[src/rtl/bp_pkg.sv]
package bp_pkg;

    // Number of flops in the input synchroniser
    localparam int unsigned SYNC_STAGES_DEF = 2;

    // Compute the tolerance window and long-run limit from the bit period.
    // Window: 0.75*P < L < 1.25*P, integer cycles.
    function automatic int unsigned win_lo(input int unsigned p);
        return (3 * p) / 4 + 1;
    endfunction

    function automatic int unsigned win_hi(input int unsigned p);
        return (5 * p + 3) / 4 - 1;
    endfunction

    // First run length strictly above 1.25*P
    function automatic int unsigned long_lo(input int unsigned p);
        return (5 * p) / 4 + 1;
    endfunction

endpackage

[src/rtl/bp_sync.sv]
module bp_sync #(
    parameter int unsigned STAGES = 2
) (
    input  logic clk,
    input  logic rst,
    input  logic async_i,
    output logic sync_o
);
    logic [STAGES-1:0] sh_d, sh_q;

    always_comb begin
        sh_d = {sh_q[STAGES-2:0], async_i};
    end

    always_ff @(posedge clk) begin
        if (rst) sh_q <= '1;
        else     sh_q <= sh_d;
    end

    assign sync_o = sh_q[STAGES-1];

    // The first stage follows the raw input one cycle later
    p_first_stage_r1: assert property (@(posedge clk) disable iff (rst)
        $past(!rst) |-> sh_q[0] == $past(async_i));

endmodule

[src/rtl/bp_run_timer.sv]
module bp_run_timer #(
    parameter int unsigned CNT_MAX = 80,
    localparam int unsigned CNT_W = $clog2(CNT_MAX + 1)
) (
    input  logic             clk,
    input  logic             rst,
    input  logic             lvl_i,
    output logic             edge_o,
    output logic             fall_o,
    output logic [CNT_W-1:0] run_o
);
    typedef struct packed {
        logic             lvl;
        logic             seen;
        logic [CNT_W-1:0] cnt;
    } timer_t;

    timer_t st_d, st_q;
    logic   is_edge;

    always_comb begin
        st_d    = st_q;
        is_edge = (lvl_i != st_q.lvl);
        st_d.lvl = lvl_i;
        if (is_edge) begin
            st_d.cnt  = CNT_W'(1);
            st_d.seen = 1'b1;
        end else if (st_q.cnt != CNT_W'(CNT_MAX)) begin
            st_d.cnt = st_q.cnt + CNT_W'(1);
        end
    end

    always_ff @(posedge clk) begin
        if (rst) begin
            st_q.lvl  <= 1'b1;
            st_q.seen <= 1'b0;
            st_q.cnt  <= '0;
        end else begin
            st_q <= st_d;
        end
    end

    // The first transition after reset only starts timing
    assign edge_o = is_edge && st_q.seen;
    assign fall_o = !lvl_i;
    assign run_o  = st_q.cnt;

    // Counter never passes its ceiling
    p_cnt_bound_r8: assert property (@(posedge clk) disable iff (rst)
        st_q.cnt <= CNT_W'(CNT_MAX));

    // Once at the ceiling and the level holds, the count stays put
    p_cnt_hold_r8: assert property (@(posedge clk) disable iff (rst)
        (st_q.cnt == CNT_W'(CNT_MAX) && lvl_i == st_q.lvl) |=> st_q.cnt == CNT_W'(CNT_MAX));

    // A reported transition restarts the count
    p_restart_r1: assert property (@(posedge clk) disable iff (rst)
        edge_o |=> st_q.cnt == CNT_W'(1));

endmodule

[src/rtl/bp_classifier.sv]
module bp_classifier
    import bp_pkg::*;
#(
    parameter int unsigned BIT_CYCLES = 40,
    parameter int unsigned CNT_W = 7
) (
    input  logic             clk,
    input  logic             rst,
    input  logic             edge_i,
    input  logic             fall_i,
    input  logic [CNT_W-1:0] run_i,
    output logic             bit_valid_o,
    output logic             bit_value_o,
    output logic             abort_o
);
    localparam int unsigned SUM_W   = CNT_W + 1;
    localparam int unsigned WIN_MIN = win_lo(BIT_CYCLES);
    localparam int unsigned WIN_MAX = win_hi(BIT_CYCLES);
    localparam int unsigned LONG_MIN = long_lo(BIT_CYCLES);

    typedef struct packed {
        logic             prev_vld;
        logic [CNT_W-1:0] prev;
        logic             bit_vld;
        logic             bit_val;
        logic             abort;
    } cls_t;

    cls_t st_d, st_q;

    logic [SUM_W-1:0] run_w, sum_w, dbl_w;
    logic             sum_ok, dbl_ok, one_ok, prev_long, pair_ok, run_long;

    function automatic logic in_win(input logic [SUM_W-1:0] v);
        return (v >= SUM_W'(WIN_MIN)) && (v <= SUM_W'(WIN_MAX));
    endfunction

    always_comb begin
        run_w     = SUM_W'(run_i);
        sum_w     = SUM_W'(st_q.prev) + run_w;
        dbl_w     = run_w << 1;
        sum_ok    = in_win(sum_w);
        dbl_ok    = in_win(dbl_w);
        one_ok    = in_win(run_w);
        prev_long = SUM_W'(st_q.prev) >= SUM_W'(LONG_MIN);
        run_long  = run_w >= SUM_W'(LONG_MIN);
        pair_ok   = st_q.prev_vld && (sum_ok || (fall_i && dbl_ok && prev_long));

        st_d         = st_q;
        st_d.bit_vld = 1'b0;
        st_d.abort   = 1'b0;
        if (edge_i) begin
            if (pair_ok) begin
                st_d.bit_vld  = 1'b1;
                st_d.bit_val  = 1'b1;
                st_d.prev_vld = 1'b0;
            end else if (one_ok) begin
                st_d.bit_vld  = 1'b1;
                st_d.bit_val  = 1'b0;
                st_d.prev_vld = 1'b0;
            end else begin
                st_d.prev     = run_i;
                st_d.prev_vld = 1'b1;
                st_d.abort    = run_long;
            end
        end
    end

    always_ff @(posedge clk) begin
        if (rst) begin
            st_q <= '0;
        end else begin
            st_q <= st_d;
        end
    end

    assign bit_valid_o = st_q.bit_vld;
    assign bit_value_o = st_q.bit_val;
    assign abort_o     = st_q.abort;

    // Bit and abort strobes never coincide
    p_excl_r9: assert property (@(posedge clk) disable iff (rst)
        !(bit_valid_o && abort_o));

    // Every strobe follows a measured transition
    p_strobe_src_r9: assert property (@(posedge clk) disable iff (rst)
        (bit_valid_o || abort_o) |-> $past(edge_i));

    // A decoded zero came from a run inside the window
    p_zero_win_r2: assert property (@(posedge clk) disable iff (rst)
        (bit_valid_o && !bit_value_o) |->
            ($past(run_i) >= CNT_W'(WIN_MIN) && $past(run_i) <= CNT_W'(WIN_MAX)));

    // An abort came from a run beyond the long limit
    p_abort_long_r6: assert property (@(posedge clk) disable iff (rst)
        abort_o |-> $past(run_i) >= CNT_W'(LONG_MIN));

endmodule

[src/rtl/biphase_bit_decoder.sv]
module biphase_bit_decoder
    import bp_pkg::*;
#(
    parameter int unsigned BIT_CYCLES  = 25000,
    parameter int unsigned SYNC_STAGES = SYNC_STAGES_DEF
) (
    input  logic clk,
    input  logic rst,
    input  logic line_i,
    output logic bit_valid_o,
    output logic bit_value_o,
    output logic abort_o
);
    localparam int unsigned CNT_MAX = 2 * BIT_CYCLES;
    localparam int unsigned CNT_W   = $clog2(CNT_MAX + 1);

    logic             line_s;
    logic             run_edge;
    logic             run_fall;
    logic [CNT_W-1:0] run_len;

    bp_sync #(
        .STAGES (SYNC_STAGES)
    ) u_sync (
        .clk     (clk),
        .rst     (rst),
        .async_i (line_i),
        .sync_o  (line_s)
    );

    bp_run_timer #(
        .CNT_MAX (CNT_MAX)
    ) u_timer (
        .clk    (clk),
        .rst    (rst),
        .lvl_i  (line_s),
        .edge_o (run_edge),
        .fall_o (run_fall),
        .run_o  (run_len)
    );

    bp_classifier #(
        .BIT_CYCLES (BIT_CYCLES),
        .CNT_W      (CNT_W)
    ) u_cls (
        .clk         (clk),
        .rst         (rst),
        .edge_i      (run_edge),
        .fall_i      (run_fall),
        .run_i       (run_len),
        .bit_valid_o (bit_valid_o),
        .bit_value_o (bit_value_o),
        .abort_o     (abort_o)
    );

endmodule

[config.mk]
export PLATFORM = sky130hd
export DESIGN_NAME = biphase_bit_decoder
export DESIGN_NICKNAME = d
export VERILOG_FILES = /design/src/rtl/bp_pkg.sv /design/src/rtl/bp_sync.sv /design/src/rtl/bp_run_timer.sv /design/src/rtl/bp_classifier.sv /design/src/rtl/biphase_bit_decoder.sv
export SDC_FILE = /design/constraint.sdc
export NUM_CORES = 1
export LEC_CHECK = 0
export CAP_MARGIN = 0
export CORE_ASPECT_RATIO = 0.9
export CORE_MARGIN = 5
export CORE_UTILIZATION = 57
export DETAILED_ROUTE_END_ITERATION = 16
export PLACE_DENSITY = 0.77
export SETUP_SLACK_MARGIN = 0.3
export SLEW_MARGIN = 20
export SYNTH_ARGS = -nofsm -noshare
export SYNTH_HDL_FRONTEND = slang
export SYNTH_HIERARCHICAL = 1
export SYNTH_SLANG_ARGS = --single-unit
[constraint.sdc]
create_clock -name clk -period 3.9 [get_ports clk]
set_clock_uncertainty 0.15 [all_clocks]
set_input_delay 0.78 -clock clk [delete_from_list [all_inputs] [get_ports clk]]
set_output_delay 0.78 -clock clk [all_outputs]
set_load 0.02 [all_outputs]
==> results of run 1 <==
==> registers in the layout (all words and copies together) (netlist names) <==
| register | flops |
|---|---|
| u_timer/st_q | 2 |
| u_cls/bit_value_o | 1 |
| u_timer/run_o | 16 |
| u_cls/st_q | 17 |
| u_cls/abort_o | 1 |
| u_cls/bit_valid_o | 1 |
| u_sync/sh_q | 2 |
==> cells in the mapped netlist, types with 3 or more instances <==
master     n  area, µm²
o211ai_1   5      37.54
xnor2_1   13      113.9
nor2_2     4      25.02
nor4_1     3      18.77
o21ai_0   11      55.05
xor2_1     5      43.79
nor2b_1    3      18.77
nand2_1   21      78.83
a31oi_1    6      37.54
and3b_1    3      26.28
ha_1      18      225.2
clkbuf_1   3      11.26
dfxtp_1   40      800.8
nand4_1    9      56.30
o21ai_1    4      20.02
or3_1      5      31.28
nor3_1    13      65.06
a21oi_1   23      115.1
buf_2      3      15.01
mux2i_1   18      180.2
buf_4     17      127.6
or4_1      3      22.52
nand3_1   10      50.05
inv_1     12      45.04
nand4_4    3      63.81
nor2_1    30      112.6
nand2b_1  33      206.5
==> power breakdown <==
group          leakage, µW  switching [µW]  internal, µW
clock network    0.0000585             151           190
logic             0.000938            32.4          31.4
registers         0.000325            8.33           413
==> through the flow <==
step                      hold slack [ns]  cells  area, µm²  worst slack, ns    util
after global placement             0.2439    446       3348           0.4344  0.5984
after CTS                          0.3131    454       3458           0.3155  0.6181
after floorplan                    0.2332    381       3262           0.3012       -
final                              0.3054    464       3610           0.2958  0.6451
after detailed placement           0.2887    446       3348           0.3558  0.5984
after global routing               0.3206    464       3610           0.1837  0.6451
==> critical path, delay by kind of cell, from the launching register on <==
kind / cells / cell delay (ns)
buffers and inverters: 3 / 0.38
adder cells (fa/ha/maj): 2 / 0.50
multiplexers: 1 / 0.18
XOR/XNOR: 1 / 0.24
flip-flops: 1 / 0.40
AND/OR/NAND/NOR: 3 / 0.82
AO/OA/AOI/OAI: 3 / 0.88
==> logic make-up (layout without fill, tap and decap cells) <==
| kind of cell | Yosys count | count (layout) | synth area share |
|---|---|---|---|
| AOI/OAI and AO/OA | 82 | 82 | 0.1850 |
| xor gates and xnor gates | 18 | 18 | 0.04876 |
| adders and majority gates | 19 | 19 | 0.07585 |
| buffers and inverters | 36 | 49 | 0.06501 |
| DFF | 40 | 40 | 0.2477 |
| muxes | 19 | 19 | 0.05921 |
| and+or+nand+nor | 167 | 167 | 0.3185 |
==> path summary, 6_finish.rpt <==
kind | from | slack, ns | cells past startpoint | endpoint
worst max-delay path | u_timer/run_o[0] | 0.30 | 13 | u_cls/st_q[11]
worst min-delay path | u_sync/sh_q[0] | 0.31 | 1 | u_sync/sh_q[1]
worst max register to register | u_timer/run_o[0] | 0.30 | 13 | u_cls/st_q[11]
worst min register to register | u_sync/sh_q[0] | 0.31 | 1 | u_sync/sh_q[1]
==> layer usage <==
layer / vias up / wire length (µm) / GRT usage
met5: - / 0 / 0
met4: 0 / 146 / 0.06548
met3: 13 / 459 / 0.03109
met2: 95 / 3509 / 0.3174
met1: 1384 / 3846 / 0.3337
li1: 1404 / - / -
==> timing repair <==
action | CTS | global route
resized for setup | 0 | 10
setup buffers | 0 | 8
endpoints found under the setup margin | 0 | 18
==> cell type report <==
| type | instances | area share |
|---|---|---|
| clock inverters | 3 | 0.01144 |
| well taps | 70 | 0.02426 |
| repair buffers | 29 | 0.07730 |
| multi-input cells | 305 | 0.6312 |
| inverters | 12 | 0.01248 |
| clock buffers | 5 | 0.01906 |
| flip-flops and latches | 40 | 0.2243 |
==> metrics.txt, run 1 <==
status complete, no violations; Hold Vio Cnt, Final 0; Placer Congestion around 0.91; vias per cell about 6.2; RSZ-0062 raised after global routing yes; worst hold path class reg2reg; worst skew pair latency 0.29 ns; synth unique cells 74; # rows 26; Initial Utilization 0.5778; vias between 2000 and 3000; ys async rst share 0; crit end category flip-flop; first-pass GRT wire length about 12000 µm; Yosys reg bits 40; crit path cell chain ha_4 -> inv_2 -> fa_2 -> nand2b_4 -> a211o_4 -> a32oi_2 -> xor2_1 -> nor4b_2 -> or4_4 -> a311oi_4 -> buf_6 -> clkbuf_16 -> mux2i_1; post-synthesis sequential area ratio 0.2477; Layout area overhead 11.65%; routed wire length 7961 µm; min Tclk post-route 3.604 ns; WP data required 3.98 ns; Die Span Y about 80 µm; slowest CP cell or4_4; Rel. slew slack 0.5700; most frequent cells in the layout dfxtp_1 (37), nand2b_1 (33), nor2_1 (30); Die ar. roughly 7300 µm²; Register Area 809.5 µm²; crit path kind reg2reg; Detailed Routing Iterations Pass 1 4; largest net degree at the start of global routing 43; crit share post-route 0.9242; initial antenna violation count 0; CTS clock-pin slew for the worst setup and hold paths approximately 0.080 ns; Peak Freq 277.5 MHz; total grt overflow 0; Post-synth EDFFs 0; slowest stage delay, CP ~0.57 ns; Clock Tree Buf Depth 2; Top FF cell, synth dfxtp_1; drc violations 0; CTS tree built; crit path max fanout 8; IO buf count 5; Avg Cell Area, Syn 8.486 µm²; die width 89.39 µm; diode count 0; TNS Setup 0 ns; measured slew at the worst slew-check pin 0.6449 ns; CTS Hold Bufs 0; Setup-failing EPs final 0; core area around 5600 µm²; clk root buf clkbuf_8; synthesized instance count roughly 380; Pwr Total between 800 and 900 µW; commonest non-fill, non-tap cell in the layout dfxtp_1; P per Cell Area 228.9 nW/µm²; startpoint types flip-flop; Max VDD drop 0.2557 mV; arrival time at the worst endpoint 3.68 ns; drt initial violations 183; Layout Nets 415; max_cap viols 0; wire length per cell 17.16 µm; fillers 482; share of post-route cells with drive strength above 1 0.1827; GRT Total Usage 0.2191; syn nets 403; # H-tree levels 2; Final Max Slew Viols 0; vias in the first global route 2535; CTS sink count 40; synth warn 6; Leak Pwr 0.001321 µW; area occupied by multi-input gates 2278 µm²; I/O pin count 6; Final HPWL DP 5522 µm; Netlist Area Pre-Place 3233 µm²; CTS buffer count 5; Post-DRT Antenna Nets 0
No activity file was read; power rests on OpenSTA's default activity.
==> inputs of run 2 (changes only) <==
- CORE_UTILIZATION: 57 -> 54
- PLACE_DENSITY: 0.77 -> 0.73
==> metrics.txt, run 2 (synthesis results as in run 1) <==
status complete, no violations; net load switching power between 150 and 200 µW; CTS tree built; reg2reg start u_timer/run_o[0]; CTS clock-pin slew for the worst setup and hold paths 0.08 ns; diode count 0; Worst setup startpoint u_timer/run_o[0]; Layout area overhead 11.76%; vias 2829; crit end category flip-flop; combinational share of power 0.077; Placer Congestion 0.8735; sequential share of power 0.507; crit path cell chain ha_4 -> inv_1 -> fa_2 -> nand2b_4 -> a211o_4 -> and2_1 -> o221a_4 -> o21a_1 -> a311o_1 -> a311oi_4 -> buf_6 -> clkbuf_16 -> mux2i_1; share of post-route cells with drive strength above 1 0.1786; worst hold path class reg2reg; crit path max fanout 8; crit path kind reg2reg; drc violations 0; # H-tree levels 2; Clock Tree Buf Depth 2; Hold Vio Cnt, Final 0; wire length per cell 17.45 µm; Leak Pwr around 0.0013 µW; measured slew at the worst slew-check pin 0.7375 ns; vias per cell 6.123; slowest stage delay, CP 0.39 ns; fin area 3613 µm²; commonest non-fill, non-tap cell in the layout dfxtp_1; Die ar. 7637 µm²; total grt overflow 0; I/O pin count 6; # rows 26; Max VDD drop 0.2163 mV; Setup-failing EPs final 0; number of flip-flops in the largest register 17; CTS buffer count 5; hold_ws 0.2744 ns; Peak Freq 282.3 MHz; Rel. slew slack 0.5083; drt initial violations about 220; setup slack at placement ~0.34 ns; max_cap viols 0; area occupied by multi-input gates roughly 2300 µm²; worst path setup slack after routing 0.3579 ns; vias in the first global route 2561; Final HPWL DP 5677 µm; routed wire length 8064 µm; most flop-heavy register u_cls/st_q; Worst setup endpoint u_cls/st_q[11]; RR Endpoint u_cls/st_q[11]; Final Max Slew Viols 0; WP depth 13; first-pass GRT wire length ~12000 µm; core area 5758 µm²; Area after DPL 3348 µm²; RSZ-0062 raised after global routing no; most frequent cells in the layout dfxtp_1 (37), nand2b_1 (33), nor2_1 (30); Die Span Y 83.41 µm; IO buf count 5; Detailed Routing Iterations Pass 1 4; clk root buf clkbuf_8; Layout Nets roughly 410; initial antenna violation count 0; fillers 493; Initial Utilization 0.5615; R2R cell count 13; min Tclk post-route 3.542 ns; slowest CP cell dfxtp_4; CTS sink count 40; Register Area between 800 and 900 µm²; WP buf/inv 3; crit share post-route 0.9082; family with the most delay on the worst path compound AO/OA/AOI/OAI gates; Switching Fraction 0.2343; CTS Hold Bufs 0; clock network fraction of total power 0.417; arrival time at the worst endpoint 3.62 ns; largest net degree at the start of global routing 42; Internal 633.1 µW; die width 91.56 µm; P per Cell Area 228.8 nW/µm²; Min-Delay Startpoint u_sync/sh_q[0]; TNS Setup 0 ns; worst skew pair latency ~0.29 ns; Reg2Reg Setup Slack 0.36 ns; WP data required slightly below 4 ns; GRT Total Usage 0.1992; Post-DRT Antenna Nets 0; startpoint types flip-flop
-- run 2: routing by layer --
metal,part of all wire,GRT usage,up-vias
met5,0,0,-
met4,0.016,0.04932,0
met3,0.036,0.03255,15
met2,0.48,0.3278,66
met1,0.47,0.2699,1342
li1,-,-,1406
-- run 2: layout make-up --
| class | count | share of cell area |
|---|---|---|
| flip-flops and latches | 40 | 0.2247 |
| repair buffers | 27 | 0.07375 |
| clock inverters | 3 | 0.01143 |
| clock buffers | 5 | 0.01904 |
| inverters | 12 | 0.01247 |
| well taps | 70 | 0.02424 |
| multi-input cells | 305 | 0.6343 |
-- run 2: worst register-to-register path, cell delays in order, from the launching register on --
cell and delay, ns:
dfxtp_4 0.39, ha_4 0.15, inv_1 0.05, fa_2 0.35
nand2b_4 0.16, a211o_4 0.39, and2_1 0.17, o221a_4 0.29
o21a_1 0.20, a311o_1 0.35, a311oi_4 0.31, buf_6 0.16
clkbuf_16 0.16, mux2i_1 0.19
-- run 2: through the flow --
step	instances	util	total power, µW
6_report	462	0.6276	826.8
5_1_grt	462	0.6276	859.6
4_1_cts	454	0.6006	820.4
3_5_place_dp	446	0.5815	481.9
3_3_place_gp	446	0.5815	481.0
2_1_floorplan	381	-	471.8
-- run 2: repair_timing --
item / 4_1_cts / 5_1_grt
setup buffers: 0 / 6
resized for setup: 0 / 13
setup endpoints to repair: 0 / 17
-- run 2: worst min-delay path by stage --
stage | to | depth (start not counted) | slack, ns
finish | u_sync/sh_q[1] | 1 | 0.27
global placement | u_sync/sh_q[1] | 1 | 0.26
detailed placement | u_sync/sh_q[1] | 1 | 0.26
floorplan | u_sync/sh_q[1] | 1 | 0.23
CTS | u_sync/sh_q[1] | 1 | 0.28
global route | u_sync/sh_q[1] | 1 | 0.29
-- run 2: power by group through the flow --
stage	Combinational [µW]	Clock [µW]	Sequential, µW
3_5_place_dp	47.9	0	434
2_1_floorplan	42.8	0	429
6_report	63.4	344	419
5_1_grt	68.5	371	420
3_3_place_gp	47.9	0	433
4_1_cts	48.5	347	424
